File: src/rtl/gpint_pkg.sv
package gpint_pkg;
  localparam int ADDR_W = 7;
  localparam int HALF_W = 16;
  localparam int DATA_W = 32;

  localparam logic [ADDR_W-1:0] OFS_EN   = 7'h10;
  localparam logic [ADDR_W-1:0] OFS_MASK = 7'h18;
  localparam logic [ADDR_W-1:0] OFS_TYPE = 7'h20;
  localparam logic [ADDR_W-1:0] OFS_POL  = 7'h28;
  localparam logic [ADDR_W-1:0] OFS_BOTH = 7'h30;
  localparam logic [ADDR_W-1:0] OFS_MST  = 7'h50;
  localparam logic [ADDR_W-1:0] OFS_RAW  = 7'h58;
  localparam logic [ADDR_W-1:0] OFS_ACK  = 7'h60;

  // byte address of half h of a register
  function automatic logic [ADDR_W-1:0] half_addr(logic [ADDR_W-1:0] base, int h);
    return base + ADDR_W'(h * 4);
  endfunction

  // write-enable merge of a 16-bit half
  function automatic logic [HALF_W-1:0] wm_merge(logic [HALF_W-1:0] old_v,
                                                 logic [DATA_W-1:0] wd);
    return (old_v & ~wd[31:16]) | (wd[15:0] & wd[31:16]);
  endfunction

  function automatic logic edge_hit(logic cur, logic prev, logic pol, logic both);
    if (both) return cur ^ prev;
    if (pol)  return cur & ~prev;
    return ~cur & prev;
  endfunction

  function automatic logic level_hit(logic cur, logic pol);
    return pol ? cur : ~cur;
  endfunction
endpackage

File: src/rtl/gpint_cfg.sv
module gpint_cfg
  import gpint_pkg::*;
#(
  parameter int NPINS = 32
) (
  input  logic                clk,
  input  logic                rst_n,
  input  logic                wr_en,
  input  logic [ADDR_W-1:0]   addr,
  input  logic [DATA_W-1:0]   wdata,
  output logic [NPINS-1:0]    en_o,
  output logic [NPINS-1:0]    msk_o,
  output logic [NPINS-1:0]    typ_o,
  output logic [NPINS-1:0]    pol_o,
  output logic [NPINS-1:0]    both_o,
  output logic [NPINS-1:0]    ack_o
);
  localparam int NHALF = NPINS / HALF_W;

  always_ff @(posedge clk) begin
    if (!rst_n) begin
      en_o   <= '1;
      msk_o  <= '1;
      typ_o  <= '0;
      pol_o  <= '0;
      both_o <= '0;
    end else if (wr_en) begin
      for (int h = 0; h < NHALF; h++) begin
        if (addr == half_addr(OFS_EN, h))
          en_o[h*HALF_W +: HALF_W] <= wm_merge(en_o[h*HALF_W +: HALF_W], wdata);
        if (addr == half_addr(OFS_MASK, h))
          msk_o[h*HALF_W +: HALF_W] <= wm_merge(msk_o[h*HALF_W +: HALF_W], wdata);
        if (addr == half_addr(OFS_TYPE, h))
          typ_o[h*HALF_W +: HALF_W] <= wm_merge(typ_o[h*HALF_W +: HALF_W], wdata);
        if (addr == half_addr(OFS_POL, h))
          pol_o[h*HALF_W +: HALF_W] <= wm_merge(pol_o[h*HALF_W +: HALF_W], wdata);
        if (addr == half_addr(OFS_BOTH, h))
          both_o[h*HALF_W +: HALF_W] <= wm_merge(both_o[h*HALF_W +: HALF_W], wdata);
      end
    end
  end

  // acknowledge strobes: write-one, only where the enable bit is set
  always_comb begin
    ack_o = '0;
    for (int h = 0; h < NHALF; h++)
      if (wr_en && addr == half_addr(OFS_ACK, h))
        ack_o[h*HALF_W +: HALF_W] = wdata[15:0] & wdata[31:16];
  end

  // a mask write with no enable bits leaves the mask register alone
  a_r1_mask_untouched: assert property (@(posedge clk) disable iff (!rst_n)
    (wr_en && addr == OFS_MASK && wdata[31:16] == '0) |=> $stable(msk_o));
endmodule

File: src/rtl/gpint_detect.sv
module gpint_detect
  import gpint_pkg::*;
#(
  parameter int NPINS = 32
) (
  input  logic             clk,
  input  logic             rst_n,
  input  logic [NPINS-1:0] pin_in,
  input  logic [NPINS-1:0] typ_i,
  input  logic [NPINS-1:0] pol_i,
  input  logic [NPINS-1:0] both_i,
  input  logic [NPINS-1:0] ack_i,
  output logic [NPINS-1:0] raw_o
);
  logic [NPINS-1:0] pin_q;
  logic [NPINS-1:0] lat_q;
  logic [NPINS-1:0] lat_d;
  logic [NPINS-1:0] edge_evt;

  always_ff @(posedge clk) begin
    if (!rst_n) begin
      pin_q <= '0;
      lat_q <= '0;
    end else begin
      pin_q <= pin_in;
      lat_q <= lat_d;
    end
  end

  for (genvar i = 0; i < NPINS; i++) begin : g_pin
    assign edge_evt[i] = edge_hit(pin_in[i], pin_q[i], pol_i[i], both_i[i]);
    // a new edge wins over a simultaneous acknowledge
    assign lat_d[i]    = typ_i[i] & (edge_evt[i] | (lat_q[i] & ~ack_i[i]));
    assign raw_o[i]    = typ_i[i] ? lat_q[i] : level_hit(pin_in[i], pol_i[i]);

    // latched event holds until acknowledged
    a_r7_hold: assert property (@(posedge clk) disable iff (!rst_n)
      (lat_q[i] && !ack_i[i] && typ_i[i]) |=> lat_q[i]);
    // acknowledge without a new edge clears it
    a_r7_clear: assert property (@(posedge clk) disable iff (!rst_n)
      (ack_i[i] && !edge_evt[i]) |=> !lat_q[i]);
    // an edge seen in edge mode is latched, acknowledge or not
    a_r8_set_wins: assert property (@(posedge clk) disable iff (!rst_n)
      (typ_i[i] && edge_evt[i]) |=> lat_q[i]);
    // any change of a both-edge pin is caught
    a_r6_any_change: assert property (@(posedge clk) disable iff (!rst_n)
      (typ_i[i] && both_i[i] && (pin_in[i] != pin_q[i])) |=> lat_q[i]);
    // level pins keep nothing latched
    a_r3_no_latch: assert property (@(posedge clk) disable iff (!rst_n)
      !typ_i[i] |=> !lat_q[i]);
  end
endmodule

File: src/rtl/gpint_rd.sv
module gpint_rd
  import gpint_pkg::*;
#(
  parameter int NPINS = 32
) (
  input  logic [ADDR_W-1:0] addr,
  input  logic [NPINS-1:0]  en_i,
  input  logic [NPINS-1:0]  msk_i,
  input  logic [NPINS-1:0]  typ_i,
  input  logic [NPINS-1:0]  pol_i,
  input  logic [NPINS-1:0]  both_i,
  input  logic [NPINS-1:0]  mst_i,
  input  logic [NPINS-1:0]  raw_i,
  output logic [DATA_W-1:0] rdata
);
  localparam int NHALF = NPINS / HALF_W;

  always_comb begin
    rdata = '0;
    for (int h = 0; h < NHALF; h++) begin
      if (addr == half_addr(OFS_EN, h))   rdata[15:0] = en_i[h*HALF_W +: HALF_W];
      if (addr == half_addr(OFS_MASK, h)) rdata[15:0] = msk_i[h*HALF_W +: HALF_W];
      if (addr == half_addr(OFS_TYPE, h)) rdata[15:0] = typ_i[h*HALF_W +: HALF_W];
      if (addr == half_addr(OFS_POL, h))  rdata[15:0] = pol_i[h*HALF_W +: HALF_W];
      if (addr == half_addr(OFS_BOTH, h)) rdata[15:0] = both_i[h*HALF_W +: HALF_W];
      if (addr == half_addr(OFS_MST, h))  rdata[15:0] = mst_i[h*HALF_W +: HALF_W];
      if (addr == half_addr(OFS_RAW, h))  rdata[15:0] = raw_i[h*HALF_W +: HALF_W];
    end
  end
endmodule

File: src/rtl/gpio_irq_unit.sv
module gpio_irq_unit
  import gpint_pkg::*;
#(
  parameter int NPINS = 32
) (
  input  logic                clk,
  input  logic                rst_n,
  input  logic [NPINS-1:0]    pin_in,
  input  logic                bus_we,
  input  logic [ADDR_W-1:0]   bus_addr,
  input  logic [DATA_W-1:0]   bus_wdata,
  output logic [DATA_W-1:0]   bus_rdata,
  output logic                irq_out
);
  logic [NPINS-1:0] cfg_en, cfg_msk, cfg_typ, cfg_pol, cfg_both, ack_stb;
  logic [NPINS-1:0] raw_st, mst;

  gpint_cfg #(.NPINS(NPINS)) u_cfg (
    .clk(clk), .rst_n(rst_n), .wr_en(bus_we), .addr(bus_addr), .wdata(bus_wdata),
    .en_o(cfg_en), .msk_o(cfg_msk), .typ_o(cfg_typ), .pol_o(cfg_pol),
    .both_o(cfg_both), .ack_o(ack_stb)
  );

  gpint_detect #(.NPINS(NPINS)) u_det (
    .clk(clk), .rst_n(rst_n), .pin_in(pin_in), .typ_i(cfg_typ), .pol_i(cfg_pol),
    .both_i(cfg_both), .ack_i(ack_stb), .raw_o(raw_st)
  );

  assign mst     = raw_st & cfg_en & ~cfg_msk;
  assign irq_out = |mst;

  gpint_rd #(.NPINS(NPINS)) u_rd (
    .addr(bus_addr), .en_i(cfg_en), .msk_i(cfg_msk), .typ_i(cfg_typ),
    .pol_i(cfg_pol), .both_i(cfg_both), .mst_i(mst), .raw_i(raw_st),
    .rdata(bus_rdata)
  );

  // the request needs at least one enabled, unmasked pin
  a_r10_needs_open_pin: assert property (@(posedge clk) disable iff (!rst_n)
    irq_out |-> |(cfg_en & ~cfg_msk));
  // a pin with a latched, open event drives the request
  a_r9_open_event_fires: assert property (@(posedge clk) disable iff (!rst_n)
    |(raw_st & cfg_typ & cfg_en & ~cfg_msk) |-> irq_out);
endmodule

File: config.mk
export PLATFORM = sky130hd
export DESIGN_NAME = gpio_irq_unit
export DESIGN_NICKNAME = d
export VERILOG_FILES = /design/src/rtl/gpint_pkg.sv /design/src/rtl/gpint_cfg.sv /design/src/rtl/gpint_detect.sv /design/src/rtl/gpint_rd.sv /design/src/rtl/gpio_irq_unit.sv
export SDC_FILE = /design/constraint.sdc
export NUM_CORES = 1
export LEC_CHECK = 0
export BUFFER_PORTS_ARGS = -buffer_cell sky130_fd_sc_hd__buf_2
export CORE_MARGIN = 2
export CORE_UTILIZATION = 51
export DETAILED_ROUTE_END_ITERATION = 8
export GPL_ROUTABILITY_DRIVEN = 0
export GPL_TIMING_DRIVEN = 0
export PLACE_DENSITY = 0.76
export SETUP_SLACK_MARGIN = 0.1
export SLEW_MARGIN = 5
export SYNTH_ARGS = -nofsm -noshare
export SYNTH_HDL_FRONTEND = slang
export SYNTH_HIERARCHICAL = 1
export SYNTH_SLANG_ARGS = --single-unit
File: constraint.sdc
create_clock -name clk -period 4.65 [get_ports clk]
set_input_delay 0.93 -clock clk [delete_from_list [all_inputs] [get_ports clk]]
set_output_delay 0.93 -clock clk [all_outputs]
set_load 0.05 [all_outputs]
; Word-level counts from Yosys, hierarchy flattened
; Index checks and enable logic that the tools add are counted.
[totals]
ff_bits = 224
inputBits = 74
output_inout_bits = 33
[op_classes]
n_eq_ne = 16
n_mux = 304
n_bitwise = 313
n_reduce_logical = 13
[ops]
columns = operator, n
row1 = $mux 1, 288
row2 = $mux 16, 16
row3 = $and 16x16->16, 11
row4 = $or 16x16->16, 10
row5 = $and 1x1->1, 128
row6 = $not 1->1, 96
row7 = $and 32x32->32, 2
row8 = $eq 7x6->1 const B, 6
row9 = $eq 7x7->1 const B, 6
row10 = $not 32->32, 1
row11 = $or 1x1->1, 32
row12 = $reduce_or 32->1, 1
row13 = $xor 1x1->1, 32
row14 = $eq 7x5->1 const B, 4
row15 = $reduce_and 2->1, 10
row16 = $not 16->16, 1
row17 = $logic_and 1x1->1, 2

; Longest topological paths before layout
; Gate-level depths: netlist of run 1.
[depth]
ltp_word = 15
ltp_mapped = 9
mapped_depth_nobuf = 9

; By module
; Netlist of run 1, hierarchy kept.
[modules_own_cells]
columns = mod, instances, cells_each, area_per_inst_um2, seq_area_each_um2
row1 = gpint_cfg, 1, 834, 7547.2, 3203.1
row2 = gpint_detect, 1, 519, 4489.3, 1281.2
row3 = gpint_rd, 1, 315, 2367.3, 0.0
row4 = gpio_irq_unit, 1, 85, 381.6, 0.0

; Worst setup path before layout of run 1
; Ideal clock, no wire load.
[synth_timing]
path_type = in2out
start = input port bus_addr[6]
end = output port bus_rdata[9]
t_arrival_ns = 2.941
required_time_ns = 3.720
setup_slack_ns = 0.779
stages = 7
path_buffers = 2
path_cell_list = buf_6 -> or3b_1 -> buf_6 -> o22ai_2 -> a21oi_1 -> a2111o_1 -> a32oi_1
[synth_between]
elab_chain_len = 15
word_cells_on_any_way = 28
cone_classes = eq/ne: 14 / mux: 14
[synth_rtl]
columns = element, line
row1 = start: declaration, gpio_irq_unit.sv:10  ; input logic [ADDR_W-1:0] bus_addr,
row2 = $eq 7x5->1, gpint_rd.sv:21  ; if (addr == half_addr(OFS_EN, h)) rdata[15:0] = en_i[h*HALF_W +: HALF_W];
row3 = $mux 16, gpint_rd.sv:21
row4 = $mux 16, gpint_rd.sv:22  ; if (addr == half_addr(OFS_MASK, h)) rdata[15:0] = msk_i[h*HALF_W +: HALF_W];
row5 = $mux 16, gpint_rd.sv:23  ; if (addr == half_addr(OFS_TYPE, h)) rdata[15:0] = typ_i[h*HALF_W +: HALF_W];
row6 = $mux 16, gpint_rd.sv:24  ; if (addr == half_addr(OFS_POL, h)) rdata[15:0] = pol_i[h*HALF_W +: HALF_W];
row7 = $mux 16, gpint_rd.sv:25  ; if (addr == half_addr(OFS_BOTH, h)) rdata[15:0] = both_i[h*HALF_W +: HALF_W];
row8 = $mux 16, gpint_rd.sv:26  ; if (addr == half_addr(OFS_MST, h)) rdata[15:0] = mst_i[h*HALF_W +: HALF_W];
row9 = $mux 16, gpint_rd.sv:27  ; if (addr == half_addr(OFS_RAW, h)) rdata[15:0] = raw_i[h*HALF_W +: HALF_W];
row10 = $mux 16, gpint_rd.sv:21
row11 = $mux 16, gpint_rd.sv:22
row12 = $mux 16, gpint_rd.sv:23
row13 = $mux 16, gpint_rd.sv:24
row14 = $mux 16, gpint_rd.sv:25
row15 = $mux 16, gpint_rd.sv:26
row16 = $mux 16 (*), gpint_rd.sv:27
row17 = end: declaration, gpio_irq_unit.sv:12  ; output logic [DATA_W-1:0] bus_rdata,
; Mark *: on every way between the ends. The rest lies on a longest branch, timed or not.

; Worst setup path in the final report of run 1
[layout_timing]
start = input port bus_addr[6]
end = output port bus_rdata[6]
; Same word-level chain as after synthesis.

==> results.yml, run 1 <==
run_status:
  outcome: "complete, but fails checks"
  violations: "DRC"
clock_network:
  cts_root_buf: "clkbuf_16"
  cts_sinks: 224
  path_clk_slew_ns: 0.06
  cts_max_path_buffers: 3
  post-cts-setup-buffers: 0
  cts_made_buffers: 26
  h-tree-depth: 1
  clk_latency_ns: 0.55
  tritoncts: "done"
power_and_ir_drop:
  seqPwrFrac_pct: 40.6
  p_clk_share_pct: 46.1
  p_int_uw: 3460
  ir_worst_vdd_v: 0.000282
  combPwrFrac_pct: 13.3
  p_leak_uw: 0.00741
  p_sw_uw: 1330
  p_per_area_nw_per_um2: 289
  switching_share_pct: 27.7
synth:
  ys_types: 64
  synth_top_area_share_pct: 30.3
  ys.flop_type: "dfxtp_1"
  yosys_register_bits: 224
  yosysSeqAreaShare_pct: 30.3
  synth_common_cells: "259 x nand2_1, 224 x dfxtp_1, 212 x mux2i_1, 98 x nand4_1, 86 x nor2b_1"
  syn_area_sq_um: 14800
  syn_inst: 1753
  avgSynthCellArea_sq_um: 8.43
  yosysMostFrequentCell: "nand2_1"
  yosysWarnings: 6
  synthTopCellsByArea: "dfxtp_1 30%, mux2i_1 14%, nand2_1 6.6%"
  async_flop_share_pct: 0
  synth_edf_count: 0
  synth_top_area_cell: "dfxtp_1"
worst_hold_path:
  min-delay-path-class: "register to register"
  min_from: "u_det/lat_q[30]"
  hold_depth: 2
  min_to: "u_det/lat_q[30]"
sta:
  maxSlewViolCount: 0
  hold_viol: 0
  setup_tns_ns: 0
  hold_ws_ns: 0.466
  relSlewSlack_pct: 32.0
  max_freq_ghz: 0.218
  final-setup-viol-count: 0
  worst_pin_slew_ns: 1.02
  skew_ns: 0.00697
  fin_crit_sh_pct: 98.6
  fin_crit_ns: 4.58
  rsz0062_at_grt: "no"
worst_setup_path:
  r2r_cells: 3
  arrival_ns: 3.65
  required_ns: 3.72
  critical_path_class: "primary input to output pin"
  critPathCaptureType: "output pin"
  regToRegSetupSlack_ns: 3.50
  critPathLaunchType: "primary input"
  worst_r2r_endpoint: "u_det/lat_q[14]"
  critical_path.max_fanout: 11
global_routing:
  overflow: 0
  grt_pass1_wl_mm: 83.3
  grt_pass1_vias: 14100
  antenna_found_initial: 3
  grt_use_total_pct: 36.0
  grt_max_degree: 19
detailed_routing:
  wl_per_cell_microns: 24.8
  avgViaCountPerCell: 6.46
  dr_total_vias: 14700
  wirelength_mm: 56.3
  initialDrtViolationCount: 2217
  first_pass_iters: 9
  drc_errors: 2
  drtAntennaViolNets: 0
layout:
  nets: 2007
  syn2layout_area_growth_pct: 12.3
  fillCellCount: 2483
  layout-drive-gt1-share_pct: 16.6
floorplanning:
  fp.dieW_microns: 174
  die_height_microns: 174
  row_count: 62
  core_area_sq_um: 28600
  die-area_sq_um: 30400
  ios: 107
  initial_core_util_pct: 51.7
flow_run:
  cap_violations: 0
placement:
  hpwl_mm: 40.9
  io_buffers: 73
## cells by family after synthesis
logic type / Yosys count / synth area share [%]
muxes: 269 / 19.5
buffers and inverters: 208 / 6.85
DFF: 224 / 30.3
and+or+nand+nor: 732 / 25.9
adders and majority gates: 64 / 5.42
other: 1 / 0.0254
xor gates and xnor gates: 32 / 1.90
AOI/OAI and AO/OA: 223 / 10.1
## repair_timing
action	CTS	global route
gates resized for setup	0	1
endpoints found under the setup margin	0	1
hold buffers	0	0
## routing by layer
metal,wire (microns),vias up,GRT usage (%)
met1,20100,6708,44.5
li1,-,6362,-
met2,22600,1250,52.3
met5,12,-,0
met4,5140,2,26.3
met3,8550,377,11.9
## power groups by stage
stage	Clock, uW	Combinational (uW)	Sequential, uW
after floorplan	0	372	1990
after global placement	0	582	1990
after detailed placement	0	594	1990
after CTS	2200	598	1950
after global routing	2270	653	1950
final	2210	639	1950
## worst max-delay path, stage by stage
cell      delay, ns
buf_2          0.20
buf_6          0.19
clkbuf_1       0.32
nor3b_2        0.75
a22oi_1        0.17
a221oi_1       0.49
o21ai_1        0.12
o211ai_1       0.15
buf_2          0.32
## cell type report
type | instances | area, sq um | area share [%]
Clock buffer | 36 | 749 | 4.51
Timing Repair Buffer | 73 | 365 | 2.20
Inverter | 69 | 259 | 1.56
Buffer | 139 | 754 | 4.54
Tap cell | 384 | 480 | 2.89
Antenna cell | 2 | 5.00 | 0.0301
Multi-Input combinational cell | 1336 | 9350 | 56.3
Sequential cell | 224 | 4480 | 27.0
Clock inverter | 11 | 158 | 0.949
## worst max path at each step
stage | from | to | slack (ns) | cells past startpoint
6_report | bus_addr[6] | bus_rdata[6] | 0.07 | 9
2_1_floorplan | bus_addr[6] | bus_rdata[9] | 0.78 | 7
3_3_place_gp | bus_addr[5] | bus_rdata[8] | 0.30 | 8
4_1_cts | bus_addr[5] | bus_rdata[8] | 0.24 | 8
3_5_place_dp | bus_addr[5] | bus_rdata[8] | 0.29 | 8
5_1_grt | bus_addr[6] | bus_rdata[6] | 0.17 | 9
## per-stage QoR
stage          worst slack [ns]  utilization (%)  std cells  total power [uW]  instance area (sq um)
6_report                 0.0674             58.0       2274              4790                  16600
3_5_place_dp              0.288             54.8       2225              2580                  15700
4_1_cts                   0.243             58.0       2272              4740                  16600
3_3_place_gp              0.303             54.8       2225              2570                  15700
2_1_floorplan             0.779                -       1768              2360                  14800
5_1_grt                   0.170             58.0       2273              4870                  16600
## layout by cell type (no fill, tap or decap), types with 34 or more instances in the layout
cell | netlist | final
and2_1 | 34 | 34
nand3_1 | 84 | 84
nor2b_1 | 86 | 85
nand2_1 | 259 | 259
nand2b_1 | 35 | 35
a21oi_1 | 48 | 48
ha_1 | 64 | 64
buf_2 | 33 | 106
inv_1 | 67 | 67
o21ai_0 | 50 | 50
dfxtp_1 | 224 | 224
clkbuf_1 | 61 | 66
mux2i_1 | 212 | 212
nand4_1 | 98 | 98
nor2_1 | 74 | 74
Power figures use the tool's default switching activity.
==> inputs of run 2 (changes only) <==
--- a/config.mk
+++ b/config.mk
@@ -5,13 +5,13 @@
 export SDC_FILE = /design/constraint.sdc
 export NUM_CORES = 1
 export LEC_CHECK = 0
-export BUFFER_PORTS_ARGS = -buffer_cell sky130_fd_sc_hd__buf_2
 export CORE_MARGIN = 2
 export CORE_UTILIZATION = 51
 export DETAILED_ROUTE_END_ITERATION = 8
+export DONT_BUFFER_PORTS = 1
 export GPL_ROUTABILITY_DRIVEN = 0
 export GPL_TIMING_DRIVEN = 0
-export PLACE_DENSITY = 0.76
+export PLACE_DENSITY = 0.73
 export SETUP_SLACK_MARGIN = 0.1
 export SLEW_MARGIN = 5
 export SYNTH_ARGS = -nofsm -noshare
==> run 2 against run 1 <==
Against the previous run: the flow now finishes without violations; first-iteration DRC count is 0.45% lower; clock skew is 0.00063 ns higher; worst setup slack better by 0.12 ns; global-route usage is 0.37 points higher; critical path type unchanged; critical endpoint is now bus_rdata[13]; largest power group unchanged.
==> results.yml, run 2 (synthesis gave the netlist of run 1 again) <==
run_status:
  outcome: "completed"
global_routing:
  grt_pass1_wl_mm: 83.8
  overflow: 0
  grt_use_total_pct: 36.4
  antenna_found_initial: 4
  grt_max_degree: 19
  grt_pass1_vias: 13900
layout:
  regArea_sq_um: 4480
  fillCellCount: 2558
  multi_input_area_sq_um: 9390
  mostFrequentLayoutCells: "259 x nand2_1, 224 x dfxtp_1, 212 x mux2i_1"
  layout-drive-gt1-share_pct: 13.7
  syn2layout_area_growth_pct: 10.5
  mostFrequentLayoutCell: "nand2_1"
  nets: 1934
worst_setup_path:
  critPathLaunch: "bus_addr[5]"
  critPathCaptureType: "output pin"
  worst_r2r_endpoint: "u_det/lat_q[14]"
  r2r_cells: 3
  critical_path_class: "primary input to output pin"
  regToRegSetupSlack_ns: 3.39
  required_ns: 3.72
  critical_path.max_fanout: 18
  critPathLaunchType: "primary input"
  arrival_ns: 3.53
  critical_path.endpoint: "bus_rdata[13]"
clock_network:
  tritoncts: "done"
  cts_sinks: 224
  cts_max_path_buffers: 3
  cts_root_buf: "clkbuf_16"
  h-tree-depth: 1
  clk_latency_ns: 0.54
  cts_made_buffers: 26
  post-cts-setup-buffers: 0
  postCtsHoldBufs: 0
  path_clk_slew_ns: 0.06
floorplanning:
  die_height_microns: 174
  ios: 107
  core_area_sq_um: 28600
  die-area_sq_um: 30400
  row_count: 62
  fp.dieW_microns: 174
  initial_core_util_pct: 51.7
worst_hold_path:
  hold_depth: 2
  min-delay-path-class: "register to register"
flow_run:
  cap_violations: 0
detailed_routing:
  avgViaCountPerCell: 6.55
  drtAntennaViolNets: 0
  wl_per_cell_microns: 25.8
  initialDrtViolationCount: 2207
  wirelength_mm: 56.9
  drc_errors: 0
  dr_total_vias: 14400
  first_pass_iters: 7
sta:
  final-setup-viol-count: 0
  worst_pin_slew_ns: 1.18
  fin_crit_sh_pct: 95.9
  rsz0062_at_grt: "no"
  max_freq_ghz: 0.224
  hold_viol: 0
  setup_ws_ns: 0.190
  fin_crit_ns: 4.46
  maxSlewViolCount: 0
  setup_tns_ns: 0
  skew_ns: 0.00761
  relSlewSlack_pct: 21.3
placement:
  hpwl_mm: 41.5
  io_buffers: 0
  post-place-ws_ns: 0.208
power_and_ir_drop:
  p_per_area_nw_per_um2: 297
  p_leak_uw: 0.00712
  ir_worst_vdd_v: 0.000222
-- run 2: cell types whose count changed in the layout (fill, tap and decap cells not counted), moves of 2 or more --
cell	before	now
diode_2	2	4
buf_2	106	33
bufinv_16	4	6
a22oi_2	0	6
a22oi_1	14	8
-- run 2: power breakdown --
group	switching, uW	internal, uW	total [uW]
clock	883	1440	2320
sequential	9.92	1940	1950
combinational	411	170	581
-- run 2: cell type report --
| type | instances | share of cell area (%) |
|---|---|---|
| plain buffers | 139 | 4.62 |
| clock buffers | 35 | 4.50 |
| diodes | 4 | 0.0613 |
| well taps | 384 | 2.94 |
| inverters | 69 | 1.59 |
| multi-input cells | 1336 | 57.5 |
| flip-flops and latches | 224 | 27.5 |
| clock inverters | 13 | 1.36 |
-- run 2: how the worst min path moves through the flow --
stage / endpoint / startpoint / slack (ns)
floorplan: u_det/lat_q[30] / u_det/lat_q[30] / 0.44
global placement: u_det/lat_q[14] / u_det/lat_q[14] / 0.45
detailed placement: u_det/lat_q[3] / u_det/lat_q[3] / 0.46
CTS: u_det/lat_q[21] / u_det/lat_q[21] / 0.46
global route: u_det/lat_q[3] / u_det/lat_q[3] / 0.49
finish: u_det/lat_q[11] / u_det/lat_q[11] / 0.46
-- run 2: layer usage --
layer | up-vias | track usage, % | share of wire [%]
li1 | 6217 | - | -
met3 | 383 | 13.5 | 15
met2 | 1204 | 54.2 | 41
met4 | 2 | 25.1 | 8.9
met1 | 6628 | 43.5 | 35
met5 | - | 0 | 0.023
-- run 2: metrics by stage --
stage,utilization (%),cell area [sq um],hold slack [ns],power [uW],std cells
after floorplan,-,14800,0.441,2360,1768
after global routing,57.0,16300,0.485,4950,2200
after CTS,56.9,16300,0.463,4810,2200
after detailed placement,53.5,15300,0.456,2530,2152
final,57.1,16300,0.464,4850,2204
after global placement,53.5,15300,0.449,2520,2152
-- run 2: what timing repair did --
item	in CTS	in global routing
setup endpoints to repair	0	8
endpoints found under the hold margin	0	0
gates resized for setup	0	8
-- run 2: worst max-delay path, cell delays in order --
cell,delay (ns)
buf_2,0.18
nor2b_1,0.61
nand2_1,0.48
o21ai_0,0.28
a221oi_1,0.07
a22oi_1,0.96
